[config.mk]
export PLATFORM = sky130hd
export DESIGN_NAME = ddr_init_seq
export DESIGN_NICKNAME = d
export VERILOG_FILES = /design/src/rtl/ddr_init_pkg.sv /design/src/rtl/ddr_init_timer.sv /design/src/rtl/ddr_init_mode_word.sv /design/src/rtl/ddr_init_step_dec.sv /design/src/rtl/ddr_init_seq.sv
export SDC_FILE = /design/constraint.sdc
export NUM_CORES = 1
export LEC_CHECK = 0
export BUFFER_PORTS_ARGS = -buffer_cell sky130_fd_sc_hd__buf_2
export CORE_UTILIZATION = 55
export DETAILED_ROUTE_END_ITERATION = 7
export PLACE_DENSITY = 0.86
export SLEW_MARGIN = 20
export SYNTH_ARGS = -nofsm -noshare
export SYNTH_HDL_FRONTEND = slang
export SYNTH_SLANG_ARGS = --single-unit
[constraint.sdc]
create_clock -name clk -period 6.2 [get_ports clk]
set_input_delay 0.62 -clock clk [delete_from_list [all_inputs] [get_ports clk]]
set_output_delay 0.62 -clock clk [all_outputs]
set_load 0.01 [all_outputs]
[src/rtl/ddr_init_pkg.sv]
package ddr_init_pkg;

    localparam int OFS_W = 17;

    typedef enum logic [1:0] {
        OP_NOP       = 2'd0,
        OP_PRECHARGE = 2'd1,
        OP_MODE_LOAD = 2'd2,
        OP_REFRESH   = 2'd3
    } ddr_op_e;

    typedef enum logic [1:0] {
        GAP_NONE,
        GAP_EXT,
        GAP_REF
    } gap_kind_e;

    typedef enum logic [1:0] {
        ST_IDLE,
        ST_WAIT,
        ST_ISSUE,
        ST_DONE
    } seq_state_e;

    localparam logic [OFS_W-1:0] OFS_OPEN    = 17'h1F000;
    localparam logic [OFS_W-1:0] OFS_EXT_A   = 17'h02000;
    localparam logic [OFS_W-1:0] OFS_EXT_B   = 17'h00800;
    localparam logic [OFS_W-1:0] OFS_PRE2    = 17'h1F200;
    localparam logic [OFS_W-1:0] OFS_REFRESH = 17'h1F300;

endpackage

[src/rtl/ddr_init_timer.sv]
module ddr_init_timer #(
    parameter int CNT_W = 16
) (
    input  logic             clk,
    input  logic             rst_n,
    input  logic             load,
    input  logic [CNT_W-1:0] load_val,
    output logic             expired
);

    logic [CNT_W-1:0] cnt_d, cnt_q;

    always_comb begin
        cnt_d = cnt_q;
        if (load)
            cnt_d = load_val;
        else if (cnt_q != '0)
            cnt_d = cnt_q - CNT_W'(1);
    end

    always_ff @(posedge clk) begin
        if (!rst_n) cnt_q <= '0;
        else        cnt_q <= cnt_d;
    end

    assign expired = (cnt_q == '0);

    // quiet windows shrink by one per cycle until reloaded
    a_r4_timer_step: assert property (@(posedge clk) disable iff (!rst_n)
        (!load && cnt_q != '0) |=> (cnt_q == $past(cnt_q) - CNT_W'(1)));

endmodule

[src/rtl/ddr_init_mode_word.sv]
module ddr_init_mode_word
    import ddr_init_pkg::*;
(
    input  logic [1:0]       cas_code,
    input  logic             bl8,
    output logic [OFS_W-1:0] word
);

    logic [2:0] cas_f;
    logic [2:0] len_f;

    always_comb begin
        unique case (cas_code)
            2'b01:   cas_f = 3'b010;
            2'b10:   cas_f = 3'b110;
            default: cas_f = 3'b011;
        endcase
        len_f = bl8 ? 3'b011 : 3'b010;
        word  = OFS_W'({cas_f, 1'b0, len_f, 3'b000});
    end

endmodule

[src/rtl/ddr_init_step_dec.sv]
module ddr_init_step_dec
    import ddr_init_pkg::*;
#(
    parameter int REF_COUNT = 8,
    parameter int STEP_W    = 4
) (
    input  logic [STEP_W-1:0] step,
    input  logic [OFS_W-1:0]  mode_word,
    output ddr_op_e           op,
    output logic [OFS_W-1:0]  ofs,
    output gap_kind_e         gap,
    output logic              last
);

    localparam int LAST_STEP = 5 + REF_COUNT;

    always_comb begin
        op   = OP_NOP;
        ofs  = OFS_OPEN;
        gap  = GAP_NONE;
        last = 1'b0;
        if (step == STEP_W'(0)) begin
            op = OP_NOP;
        end else if (step == STEP_W'(1)) begin
            op = OP_PRECHARGE;
        end else if (step == STEP_W'(2)) begin
            op  = OP_MODE_LOAD;
            ofs = OFS_EXT_A;
            gap = GAP_EXT;
        end else if (step == STEP_W'(3)) begin
            op  = OP_MODE_LOAD;
            ofs = OFS_EXT_B;
            gap = GAP_EXT;
        end else if (step == STEP_W'(4)) begin
            op  = OP_PRECHARGE;
            ofs = OFS_PRE2;
        end else if (step < STEP_W'(LAST_STEP)) begin
            op  = OP_REFRESH;
            ofs = OFS_REFRESH;
            gap = GAP_REF;
        end else begin
            op   = OP_MODE_LOAD;
            ofs  = mode_word;
            last = 1'b1;
        end
    end

endmodule

[src/rtl/ddr_init_seq.sv]
module ddr_init_seq
    import ddr_init_pkg::*;
#(
    parameter int NUM_RANKS  = 4,
    parameter int END_W      = 8,
    parameter int RANK_SHIFT = 25,
    parameter int ADDR_W     = 36,
    parameter int REF_COUNT  = 8,
    parameter int T_PWR_CYC  = 50000,
    parameter int T_EXT_CYC  = 250,
    parameter int T_REF_CYC  = 25000,
    localparam int RANK_W    = $clog2(NUM_RANKS + 1)
) (
    input  logic                       clk,
    input  logic                       rst_n,
    input  logic                       start,
    input  logic [RANK_W-1:0]          cfg_rank_cnt,
    input  logic [1:0]                 cfg_cas,
    input  logic                       cfg_bl8,
    input  logic [NUM_RANKS*END_W-1:0] cfg_rank_end,
    output logic                       cmd_valid,
    input  logic                       cmd_ready,
    output logic [1:0]                 cmd_op,
    output logic [ADDR_W-1:0]          cmd_addr,
    output logic                       done
);

    localparam int IDX_W  = (NUM_RANKS > 1) ? $clog2(NUM_RANKS) : 1;
    localparam int STEP_N = 6 + REF_COUNT;
    localparam int STEP_W = $clog2(STEP_N);
    localparam int MAX_A  = (T_PWR_CYC > T_EXT_CYC) ? T_PWR_CYC : T_EXT_CYC;
    localparam int MAX_T  = (MAX_A > T_REF_CYC) ? MAX_A : T_REF_CYC;
    localparam int CNT_W  = (MAX_T > 1) ? $clog2(MAX_T + 1) : 1;

    typedef struct packed {
        seq_state_e          st;
        logic [STEP_W-1:0]   step;
        logic [RANK_W-1:0]   rank;
        logic [ADDR_W-1:0]   base;
    } seq_t;

    seq_t state_d, state_q;

    logic [END_W-1:0] rank_end [NUM_RANKS];

    for (genvar g = 0; g < NUM_RANKS; g++) begin : g_end
        assign rank_end[g] = cfg_rank_end[g*END_W +: END_W];
    end

    logic [OFS_W-1:0] mode_word;
    ddr_op_e          step_op;
    logic [OFS_W-1:0] step_ofs;
    gap_kind_e        step_gap;
    logic             step_last;
    logic             tmr_load;
    logic [CNT_W-1:0] tmr_val;
    logic             tmr_expired;
    logic [CNT_W-1:0] gap_cyc;

    ddr_init_mode_word u_mode (
        .cas_code (cfg_cas),
        .bl8      (cfg_bl8),
        .word     (mode_word)
    );

    ddr_init_step_dec #(
        .REF_COUNT (REF_COUNT),
        .STEP_W    (STEP_W)
    ) u_dec (
        .step      (state_q.step),
        .mode_word (mode_word),
        .op        (step_op),
        .ofs       (step_ofs),
        .gap       (step_gap),
        .last      (step_last)
    );

    ddr_init_timer #(
        .CNT_W (CNT_W)
    ) u_tmr (
        .clk      (clk),
        .rst_n    (rst_n),
        .load     (tmr_load),
        .load_val (tmr_val),
        .expired  (tmr_expired)
    );

    always_comb begin
        unique case (step_gap)
            GAP_EXT: gap_cyc = CNT_W'(T_EXT_CYC);
            GAP_REF: gap_cyc = CNT_W'(T_REF_CYC);
            default: gap_cyc = '0;
        endcase
    end

    always_comb begin
        state_d  = state_q;
        tmr_load = 1'b0;
        tmr_val  = '0;
        unique case (state_q.st)
            ST_IDLE, ST_DONE: begin
                if (start) begin
                    if (cfg_rank_cnt == '0) begin
                        state_d.st = ST_DONE;
                    end else begin
                        state_d.rank = '0;
                        state_d.step = '0;
                        state_d.base = '0;
                        if (T_PWR_CYC == 0) begin
                            state_d.st = ST_ISSUE;
                        end else begin
                            state_d.st = ST_WAIT;
                            tmr_load   = 1'b1;
                            tmr_val    = CNT_W'(T_PWR_CYC - 1);
                        end
                    end
                end
            end
            ST_WAIT: begin
                if (tmr_expired) state_d.st = ST_ISSUE;
            end
            ST_ISSUE: begin
                if (cmd_ready) begin
                    if (step_last) begin
                        if ((state_q.rank + RANK_W'(1)) == cfg_rank_cnt) begin
                            state_d.st = ST_DONE;
                        end else begin
                            state_d.rank = state_q.rank + RANK_W'(1);
                            state_d.step = '0;
                            state_d.base = ADDR_W'(rank_end[state_q.rank[IDX_W-1:0]]) << RANK_SHIFT;
                        end
                    end else begin
                        state_d.step = state_q.step + STEP_W'(1);
                        if (gap_cyc != '0) begin
                            state_d.st = ST_WAIT;
                            tmr_load   = 1'b1;
                            tmr_val    = gap_cyc - CNT_W'(1);
                        end
                    end
                end
            end
            default: state_d.st = ST_IDLE;
        endcase
    end

    always_ff @(posedge clk) begin
        if (!rst_n) begin
            state_q.st   <= ST_IDLE;
            state_q.step <= '0;
            state_q.rank <= '0;
            state_q.base <= '0;
        end else begin
            state_q <= state_d;
        end
    end

    assign cmd_valid = (state_q.st == ST_ISSUE);
    assign cmd_op    = step_op;
    assign cmd_addr  = state_q.base + ADDR_W'(step_ofs);
    assign done      = (state_q.st == ST_DONE);

    // an offered command is held until accepted
    a_r7_hold: assert property (@(posedge clk) disable iff (!rst_n)
        (cmd_valid && !cmd_ready) |=> (cmd_valid && $stable(cmd_op) && $stable(cmd_addr)));

    // nothing is offered once the sequence has completed
    a_r9_done_quiet: assert property (@(posedge clk) disable iff (!rst_n)
        done |-> !cmd_valid);

    // commands only belong to configured ranks
    a_r9_rank_bound: assert property (@(posedge clk) disable iff (!rst_n)
        cmd_valid |-> (state_q.rank < cfg_rank_cnt));

    // an accepted refresh is followed by a quiet cycle
    a_r5_ref_quiet: assert property (@(posedge clk) disable iff (!rst_n)
        ((T_REF_CYC > 0) && cmd_valid && cmd_ready && cmd_op == OP_REFRESH) |=> !cmd_valid);

    // an accepted NOP is followed at once by the precharge
    a_r12_back_to_back: assert property (@(posedge clk) disable iff (!rst_n)
        (cmd_valid && cmd_ready && cmd_op == OP_NOP) |=> (cmd_valid && cmd_op == OP_PRECHARGE));

    // a start pulse during a quiet window leaves position unchanged
    a_r10_start_ignored: assert property (@(posedge clk) disable iff (!rst_n)
        (state_q.st == ST_WAIT && start) |=> ($stable(state_q.step) && $stable(state_q.rank)));

endmodule

---- Word level (Yosys, flattened, before mapping) ----
Cells that the tools add are included.
word-level totals
  register bits after elaboration ......... 61
  input bits .............................. 42
  output and inout port bits .............. 40
  logic and storage cells ................. 102
operators by class
  $add $sub $neg .......................... 5
  magnitude comparators ................... 2
  equal/unequal tests ..................... 21
  mux-type cells .......................... 56
  bitwise operators ....................... 1
  reduce and logical (&&, ||, !) cells .... 12
operator list
  cell                                                 count
  2-to-1 mux 16 bit                                    7
  2-to-1 mux 17 bit                                    6
  2-to-1 mux 45 bit                                    2
  2-to-1 mux 43 bit                                    2
  one-hot mux 43 bit (2 select lines)                  1
  2-to-1 mux 39 bit                                    1
  adder 36 x 17 -> 36 bit                              1
  one-hot mux 16 bit (2 select lines)                  1
  nonzero test 16 bit                                  2
  subtractor 16 x 1 -> 16 bit, second input constant   2
  2-to-1 mux 2 bit                                     15
  one-hot mux 15 bit (2 select lines)                  1
  binary-select mux 8 bit (select 2 bit)               1
  logical NOT 16 bit                                   1
  2-to-1 mux 8 bit                                     2
  2-to-1 mux 1 bit                                     13
  AND reduction 5 bit                                  2
  equality test 2 bit, second input constant           4
  equality test 4 x 2 -> 1 bit, second input constant  2
  != test 2 bit, second input constant                 4
  equality test 2 x 1 -> 1 bit, second input constant  3
  2-to-1 mux 6 bit                                     1
  one-hot mux 2 bit (3 select lines)                   1
  one-hot mux 3 bit (2 select lines)                   1
  19 further kinds                                     21

---- Logic depth before layout (Yosys ltp) ----
Gate-level depths: netlist (run 1).
  depth in word-level cells ............... 15
  gate-level depth with buffers ........... 12
  depth with buffers taken out ............ 12

---- Modules after synthesis ----
From an unflattened synthesis (run 1), not the netlist that was laid out.
second synthesis, totals
  cells, all modules ...................... 318
  area, all modules ....................... 2635.0 um^2
modules (own cells, without submodules)
  module              instances  cells each  area each (um^2)  seq. area each (um^2)
  ddr_init_seq        1          149         1331.3            340.3
  ddr_init_timer      1          116         939.7             320.3
  ddr_init_step_dec   1          34          227.7             0.0
  ddr_init_mode_word  1          19          136.4             0.0

---- Worst setup path before layout (run 1) ----
OpenSTA, ideal clock, no wires.
  path type ............................... register to register
  start point ............................. reg state_q[39] (netlist name)
  end point ............................... reg u_tmr.cnt_q[9]
  library setup time ...................... 0.128 ns
  arrival time ............................ 2.348 ns
  required time ........................... 6.072 ns
  setup slack ............................. 3.725 ns
  stages on the path, launching flop included .. 10
  path buffers ............................ 0
  clock period less this slack ............ 2.475 ns
  cell sequence ........................... dfxtp_1 inv_1 ha_1 o21ai_0 nand2_1 ha_1 nor4_2 a21oi_1 a21oi_1 nor2_1
between the ends
  word-level cells in the longest chain between the ends .. 15
  elaborated cells on any way between the ends .. 33
  classes of those cells .................. add/sub: 1; order compare: 1; eq/ne: 6; mux: 22; reduce/logical: 3
ends and longest elaborated chain
  element                                                                                    RTL line                                  source
  < comparator 4 bit                                                                         ddr_init_step_dec.sv:37                   end else if (step < STEP_W'(LAST_STEP)) begin
  2-to-1 mux 2 bit                                                                           ddr_init_step_dec.sv:37
  2-to-1 mux 2 bit                                                                           ddr_init_step_dec.sv:34                   end else if (step == STEP_W'(4)) begin
  2-to-1 mux 2 bit                                                                           ddr_init_step_dec.sv:30                   end else if (step == STEP_W'(3)) begin
  2-to-1 mux 2 bit                                                                           ddr_init_step_dec.sv:26                   end else if (step == STEP_W'(2)) begin
  2-to-1 mux 2 bit                                                                           ddr_init_step_dec.sv:24                   end else if (step == STEP_W'(1)) begin
  2-to-1 mux 2 bit                                                                           ddr_init_step_dec.sv:22                   if (step == STEP_W'(0)) begin
  equality test 2 bit or equality test 2 x 1 -> 1 bit (tied branches)                        ddr_init_seq.sv:89                        unique case (step_gap)
  one-hot mux 15 bit (2 select lines)                                                        ddr_init_seq.sv:89
  subtractor 16 x 1 -> 16 bit or nonzero test 16 bit (tied branches)                         ddr_init_seq.sv:137, ddr_init_seq.sv:134
  2-to-1 mux 16 bit or 2-to-1 mux 1 bit (tied branches)                                      ddr_init_seq.sv:134                       if (gap_cyc != '0) begin
  2-to-1 mux 16 bit or 2-to-1 mux 1 bit (tied branches)                                      ddr_init_seq.sv:124                       if (step_last) begin
  2-to-1 mux 16 bit or 2-to-1 mux 1 bit (tied branches)                                      ddr_init_seq.sv:123                       if (cmd_ready) begin
  one-hot mux 16 bit (2 select lines) or one-hot mux 1 bit (2 select lines) (tied branches)  ddr_init_seq.sv:100                       unique case (state_q.st)
  2-to-1 mux 16 bit or nonzero test 2 bit (tied branches)                                    n/a
  end signal, assigned                                                                       ddr_init_timer.sv:23                      else cnt_q <= cnt_d;
  end, declared                                                                              ddr_init_timer.sv:11                      logic [CNT_W-1:0] cnt_d, cnt_q;
Several ways; a longest one is shown, not always the timed one.
A chain may end at the register's enable or synchronous reset.

---- Worst setup path in the final report (run 1) ----
  start point ............................. reg state_q[40] (netlist name)
  end point ............................... reg u_tmr.cnt_q[9]
between the ends
  word-level cells in the longest chain between the ends .. 15
  elaborated cells on any way between the ends .. 33
  classes of those cells .................. add/sub: 1; order compare: 1; eq/ne: 6; mux: 22; reduce/logical: 3
ends and longest elaborated chain
  element                                                                                    RTL line
  < comparator 4 bit                                                                         ddr_init_step_dec.sv:37
  2-to-1 mux 2 bit                                                                           ddr_init_step_dec.sv:37
  2-to-1 mux 2 bit                                                                           ddr_init_step_dec.sv:34
  2-to-1 mux 2 bit                                                                           ddr_init_step_dec.sv:30
  2-to-1 mux 2 bit                                                                           ddr_init_step_dec.sv:26
  2-to-1 mux 2 bit                                                                           ddr_init_step_dec.sv:24
  2-to-1 mux 2 bit                                                                           ddr_init_step_dec.sv:22
  equality test 2 bit or equality test 2 x 1 -> 1 bit (tied branches)                        ddr_init_seq.sv:89
  one-hot mux 15 bit (2 select lines)                                                        ddr_init_seq.sv:89
  subtractor 16 x 1 -> 16 bit or nonzero test 16 bit (tied branches)                         ddr_init_seq.sv:137, ddr_init_seq.sv:134
  2-to-1 mux 16 bit or 2-to-1 mux 1 bit (tied branches)                                      ddr_init_seq.sv:134
  2-to-1 mux 16 bit or 2-to-1 mux 1 bit (tied branches)                                      ddr_init_seq.sv:124
  2-to-1 mux 16 bit or 2-to-1 mux 1 bit (tied branches)                                      ddr_init_seq.sv:123
  one-hot mux 16 bit (2 select lines) or one-hot mux 1 bit (2 select lines) (tied branches)  ddr_init_seq.sv:100
  2-to-1 mux 16 bit or nonzero test 2 bit (tied branches)                                    n/a
Several ways; a longest one is shown, not always the timed one.

==> metrics.cfg, run 1 <==
[status]
status=finished, final reports clean

[die]
core_area_mm2=0.00409
start_util_pct=58.8
dieWidth_um=68.1
io_pins=82
die_area_mm2=0.00464
die_y_um=68.1
rows=23

[cts]
htree_levels=2
tritoncts=built
clk_latency_ns=0.29
cts_root_buffer=clkbuf_8
holdBufCountCts=0
numCtsBuffers=5
cts.sinks=33
cts_max_path_buffers=2
post_cts_buffers=0
clk_pin_slew_worst_paths_ns=0.07
ctsResizeCount=0

[drt]
initialDrtViolationCount=92
vias=2127
detail_route.vias_per_cell=5.83
drcViolationCount=0
first_pass_iters=5
wire_per_inst_um=14.1
antenna_left=0
routed_wl_mm=5.13

[worst_hold_path]
hold_depth=1
holdPathEnd=state_q[30]
hold_path_class=flip-flop to flip-flop
min-delay-start=state_q[30]

[yosys]
synthArstFlopShare_pct=0
ys_warn_count=0
netlist_instances=264
synth-seq-cells=33
yosysSeqAreaShare_pct=27.5
synth-edff-count=0
synth_flop_cell=dfxtp_1
syn_area_mm2=0.00240
avgSynthCellArea_um2=9.10
yosysUniqueCellTypes=56

[power_and_ir_drop]
peakVddDrop_mv=0.175
cellPowerDensity_mw_per_mm2=363
p_leak_nw=1.22

[grt]
grt_max_degree=26
grt-ovfl-total=0
grt_pass1_wl_mm=7.96
grt_pass1_vias=1966
antenna_found_initial=0
grt_usage_pct=22.8

[setup_path]
crit_fanout=9
crit_required_ns=6.37
cp-end-kind=flip-flop
critical-path-top-delay-family=simple AND/OR/NAND/NOR gates
rr_startpoint=state_q[40]
r2r_cells=9
slowest_delay_ns=0.65
crit_chain=inv_1 -> ha_1 -> o21ai_0 -> nand2_1 -> ha_1 -> nor4_2 -> a21oi_1 -> a21oi_1 -> nor2_1
cp.arrival_ns=3.02
r2r-end=u_tmr.cnt_q[9]
cp_slowest_cell=nor4_2
r2r_slack_ns=3.35
startpoint_type=flip-flop
path_class=flip-flop to flip-flop
critPathBufInv=1

[final_layout]
final_cell_mix=64 x buf_2, 33 x dfxtp_1, 18 x nand2_1, 17 x conb_1
fin_cells=365
area_delta_synth_final_pct=11.6
drive_gt1_share_pct=29.8
antenna_cells=0
final_common_cell=buf_2
utilization_pct=65.6
nets=370

[timing]
min_period_ns=2.85
clock_skew_ns=0.00669
rsz0062_at_grt=no
fmaxAchievable_mhz=351
finalMaxSlewViolations=0
worstMarginPinSlew_ns=1.03
setup_violations=0
setup_tns_ns=0
slew_headroom_pct=30.7
post-route-period-util_pct=45.9
finalHoldViolations=0

[placed_design]
routabilityCongestion=0.845
numPortBuffers=64
hpwl_mm=3.91
dp.cells=357

[job]
drv_cap=0

## metrics by stage
stage	hold slack, ns	setup slack (ns)	instance area, µm²	power (mW)
floorplan	0.443	3.72	2460	0.694
global placement	0.444	3.47	2570	0.776
detailed placement	0.453	3.37	2570	0.787
CTS	0.469	3.35	2680	0.972
global route	0.488	3.06	2680	1.04
finish	0.467	3.35	2680	0.973
## where the power goes
group | internal, mW | switching (mW)
Sequential | 0.260 | 0.0533
Clock | 0.100 | 0.0805
Combinational | 0.213 | 0.266
Total | 0.573 | 0.400
## final cells by class
class	instances	area [µm²]
clock buffer	7	96.3
clock inverter	1	5.00
timing repair buffer	64	320
multi-input combinational	194	1480
inverter	16	60.1
tap	50	62.6
fill	340	1410
sequential	33	661
## per-layer routing
metal | global-route usage [%] | vias up | routed length [µm]
met5 | 0 | - | 0
li1 | - | 1018 | -
met3 | 4.83 | 13 | 294
met2 | 45.0 | 75 | 2770
met1 | 23.5 | 1021 | 1990
met4 | 7.03 | 0 | 82
## kinds of logic (layout without fill, tap and decap cells)
| logic type | after synthesis | after routing | share of synthesized area (%) |
|---|---|---|---|
| multiplexers | 11 | 11 | 8.75 |
| other | 1 | 17 | 0.156 |
| AO/OA/AOI/OAI | 55 | 55 | 16.4 |
| buffers and inverters | 53 | 88 | 13.8 |
| adder cells (fa/ha/maj) | 14 | 14 | 7.29 |
| flip-flops | 33 | 33 | 27.5 |
| XOR/XNOR | 17 | 17 | 6.77 |
| AND/OR/NAND/NOR | 80 | 80 | 19.4 |
## state kept, by name (all words and copies together), names as in the netlist
signal and count:
state_q 17, u_tmr.cnt_q 16
## synth_stat cells, types with 6 or more instances
cell type | count | share of area (%)
nand3_1 | 9 | 1.9
dfxtp_1 | 33 | 27
o21ai_0 | 7 | 1.5
ha_1 | 14 | 7.3
buf_4 | 29 | 9.1
mux4_2 | 8 | 7.5
xnor2_1 | 10 | 3.6
inv_1 | 15 | 2.3
xor2_1 | 6 | 2.2
a21oi_1 | 15 | 3.1
a32o_1 | 9 | 3.8
nor2_1 | 15 | 2.3
nor3_1 | 7 | 1.5
nand2_1 | 18 | 2.8
## worst max path at each step
stage           startpoint         endpoint  slack (ns)  depth (start not counted)
3_5_place_dp   state_q[39]   u_tmr.cnt_q[9]        3.37                          9
2_1_floorplan  state_q[39]   u_tmr.cnt_q[9]        3.72                          9
3_3_place_gp   state_q[39]   u_tmr.cnt_q[9]        3.47                          9
4_1_cts        state_q[39]  u_tmr.cnt_q[12]        3.35                          9
6_report       state_q[40]   u_tmr.cnt_q[9]        3.35                          9
5_1_grt        state_q[40]  u_tmr.cnt_q[12]        3.06                          9
## worst reg2reg max path, delay by kind of cell, from the launching register on
kind	cells	cell delay [ns]
AO/OA/AOI/OAI	3	0.83
adder cells (fa/ha/maj)	2	0.56
buffers and inverters	1	0.10
flip-flops	1	0.41
AND/OR/NAND/NOR	3	0.83
Note: power is estimated with default switching activity, not from simulation.
==> run 2, diff against run 1 <==
CORE_UTILIZATION = 51   (was 55)
PLACE_DENSITY = 0.81   (was 0.86)
clock period = 2.85 ns   (was 6.2 ns; I/O delays follow)
==> metrics.cfg, run 2 (same netlist as run 1, synthesis figures left out) <==
[status]
status=finished, final reports clean

[power_and_ir_drop]
pwr-share-clk_pct=23.0  ; +4.4 points
switching_share_pct=38.8  ; -2.3 points
combPwrFrac_pct=46.9  ; -2.3 points
pwr-share-seq_pct=30.1  ; -2.1 points
netSwitchingPower_mw=0.885  ; +120%
p_leak_nw=1.26  ; +2.6%
peakVddDrop_mv=0.483  ; +180%
p_int_mw=1.39  ; +140%
cellPowerDensity_mw_per_mm2=832  ; +130%

[setup_path]
rr_startpoint=state_q[40]
cp-end-kind=flip-flop
path_class=flip-flop to flip-flop
r2r-end=u_tmr.cnt_q[8]
crit_required_ns=3.07  ; -3.30 ns
r2r_slack_ns=0.34  ; -3.01 ns
crit_fanout=9  ; unchanged
r2r_cells=10  ; +1
startpoint_type=flip-flop
cp.arrival_ns=2.73  ; -0.29 ns

[final_layout]
top_regs=state_q: 17 flops, u_tmr.cnt_q: 16 flops
top_register=state_q
fin_cells=371  ; +1.6%
fill_cells=388  ; +14%
nets=374  ; +1.1%
antenna_cells=0  ; unchanged
final_cell_mix=64 x buf_2, 33 x dfxtp_1, 18 x nand2_1, 17 x conb_1
area_delta_synth_final_pct=14.1
largest_reg_flops=17  ; unchanged
drive_gt1_share_pct=30.4  ; +0.57 points
final_common_cell=buf_2

[timing]
setup_violations=0  ; unchanged
setup_tns_ns=0  ; unchanged
finalHoldViolations=0  ; unchanged
finalMaxSlewViolations=0  ; unchanged
setup_ws_ns=0.339  ; -3.01 ns
worstMarginPinSlew_ns=0.666  ; -0.365 ns
rsz0062_at_grt=no
clock_skew_ns=0.00374  ; -0.00296 ns
post-route-period-util_pct=88.1  ; +42 points
fmaxAchievable_mhz=398  ; +13%
slew_headroom_pct=55.2  ; +25 points
min_period_ns=2.51  ; -0.337 ns

[cts]
cts.sinks=33  ; unchanged
htree_levels=2  ; unchanged
cts_root_buffer=clkbuf_8
numCtsBuffers=5  ; unchanged
tritoncts=built
clk_latency_ns=0.29  ; about the same
cts_max_path_buffers=2  ; unchanged
holdBufCountCts=0  ; unchanged
post_cts_buffers=0  ; unchanged
clk_pin_slew_worst_paths_ns=0.07  ; about the same
ctsResizeCount=0  ; unchanged

[die]
start_util_pct=54.1  ; -4.7 points
core_area_mm2=0.00444  ; +8.8%
rows=24  ; +4.3%
die_area_mm2=0.00499  ; +7.6%
dieWidth_um=70.6  ; +3.7%
io_pins=82  ; unchanged
die_y_um=70.6  ; +3.7%

[grt]
grt_pass1_vias=1956  ; -0.51%
antenna_found_initial=0  ; unchanged
grt-ovfl-total=0  ; unchanged
met3_usage_pct=3.85  ; -0.99 points
grt.busiest_layer=met2
grt_pass1_wl_mm=8.49  ; +6.8%
met1_usage_pct=25.4  ; +1.9 points
grt_max_degree=26  ; unchanged
grt_usage_pct=21.3  ; -1.5 points
grt_use_met2_pct=38.8  ; -6.1 points

[job]
drv_cap=0  ; unchanged

[drt]
routed_wl_mm=4.99  ; -2.7%
wire_per_inst_um=13.4  ; -4.3%
first_pass_iters=4  ; -1
vias=2043  ; -3.9%
antenna_left=0  ; unchanged
drcViolationCount=0  ; unchanged
detail_route.vias_per_cell=5.51  ; -5.5%
initialDrtViolationCount=114  ; +24%

[placed_design]
hpwl_mm=3.89  ; -0.51%
place_ws_ns=0.368  ; -3.00 ns
dp.cells=363  ; +1.7%
routabilityCongestion=0.803  ; -5.0%
numPortBuffers=64  ; unchanged

[worst_hold_path]
hold_depth=4  ; +3
holdPathEnd=state_q[44]
min-delay-start=cfg_rank_cnt[2]
hold_path_class=primary input to flip-flop

run 2: cell types whose count changed in the layout (fill, tap and decap cells not counted):
cell       previous run  this run
clkbuf_8              7         5
buf_4                 0         4
nor4b_2               2         1
nor4b_1               1         2
bufinv_16             0         2
run 2: worst max-delay path by stage:
stage / start / endpoint / slack (ns) / cells past startpoint
2_1_floorplan: state_q[39] / u_tmr.cnt_q[9] / 0.37 / 9
3_3_place_gp: state_q[39] / u_tmr.cnt_q[15] / 0.49 / 10
3_5_place_dp: state_q[40] / u_tmr.cnt_q[8] / 0.37 / 10
4_1_cts: state_q[40] / u_tmr.cnt_q[8] / 0.34 / 10
5_1_grt: state_q[39] / u_tmr.cnt_q[9] / 0.07 / 10
6_report: state_q[40] / u_tmr.cnt_q[8] / 0.34 / 10
run 2: cell type report:
cell class | count | area [µm²] | share of cell area, %
inverters | 16 | 60.1 | 2.19
clock buffers | 5 | 68.8 | 2.51
multi-input cells | 194 | 1470 | 53.7
well taps | 52 | 65.1 | 2.37
clock inverters | 3 | 65.1 | 2.37
repair buffers | 68 | 350 | 12.8
flip-flops and latches | 33 | 661 | 24.1
run 2: power groups by stage:
stage          Clock (mW)  Combinational [mW]  Sequential (mW)
2_1_floorplan           0               0.845            0.664
3_3_place_gp            0                1.04            0.686
3_5_place_dp            0                1.06            0.695
4_1_cts             0.533                1.07            0.684
5_1_grt             0.555                1.19            0.703
6_report            0.524                1.07            0.686
run 2: layer usage:
layer	part of all wire (%)	wire length, µm	vias to the layer above
met3	4.9	246	6
li1	-	-	1027
met5	0	0	-
met1	42	2110	954
met2	51	2560	56
met4	1.4	70	0
run 2: per-stage QoR:
stage / total power, mW / hold WS, ns / util, % / instance area, µm²
floorplan: 1.51 / 0.443 / - / 2460
global placement: 1.73 / 0.443 / 58.6 / 2610
detailed placement: 1.75 / 0.449 / 58.6 / 2610
CTS: 2.29 / 0.381 / 61.7 / 2740
global route: 2.44 / 0.420 / 61.7 / 2740
finish: 2.28 / 0.385 / 61.7 / 2740
run 2: worst max-delay path: stages (launching register included):
cell     delay, ns
dfxtp_1       0.42
inv_1         0.11
ha_1          0.21
o21ai_0       0.37
nand2_1       0.13
ha_1          0.33
nor4_2        0.05
buf_4         0.17
a21oi_1       0.38
nand2_1       0.10
a21oi_1       0.16
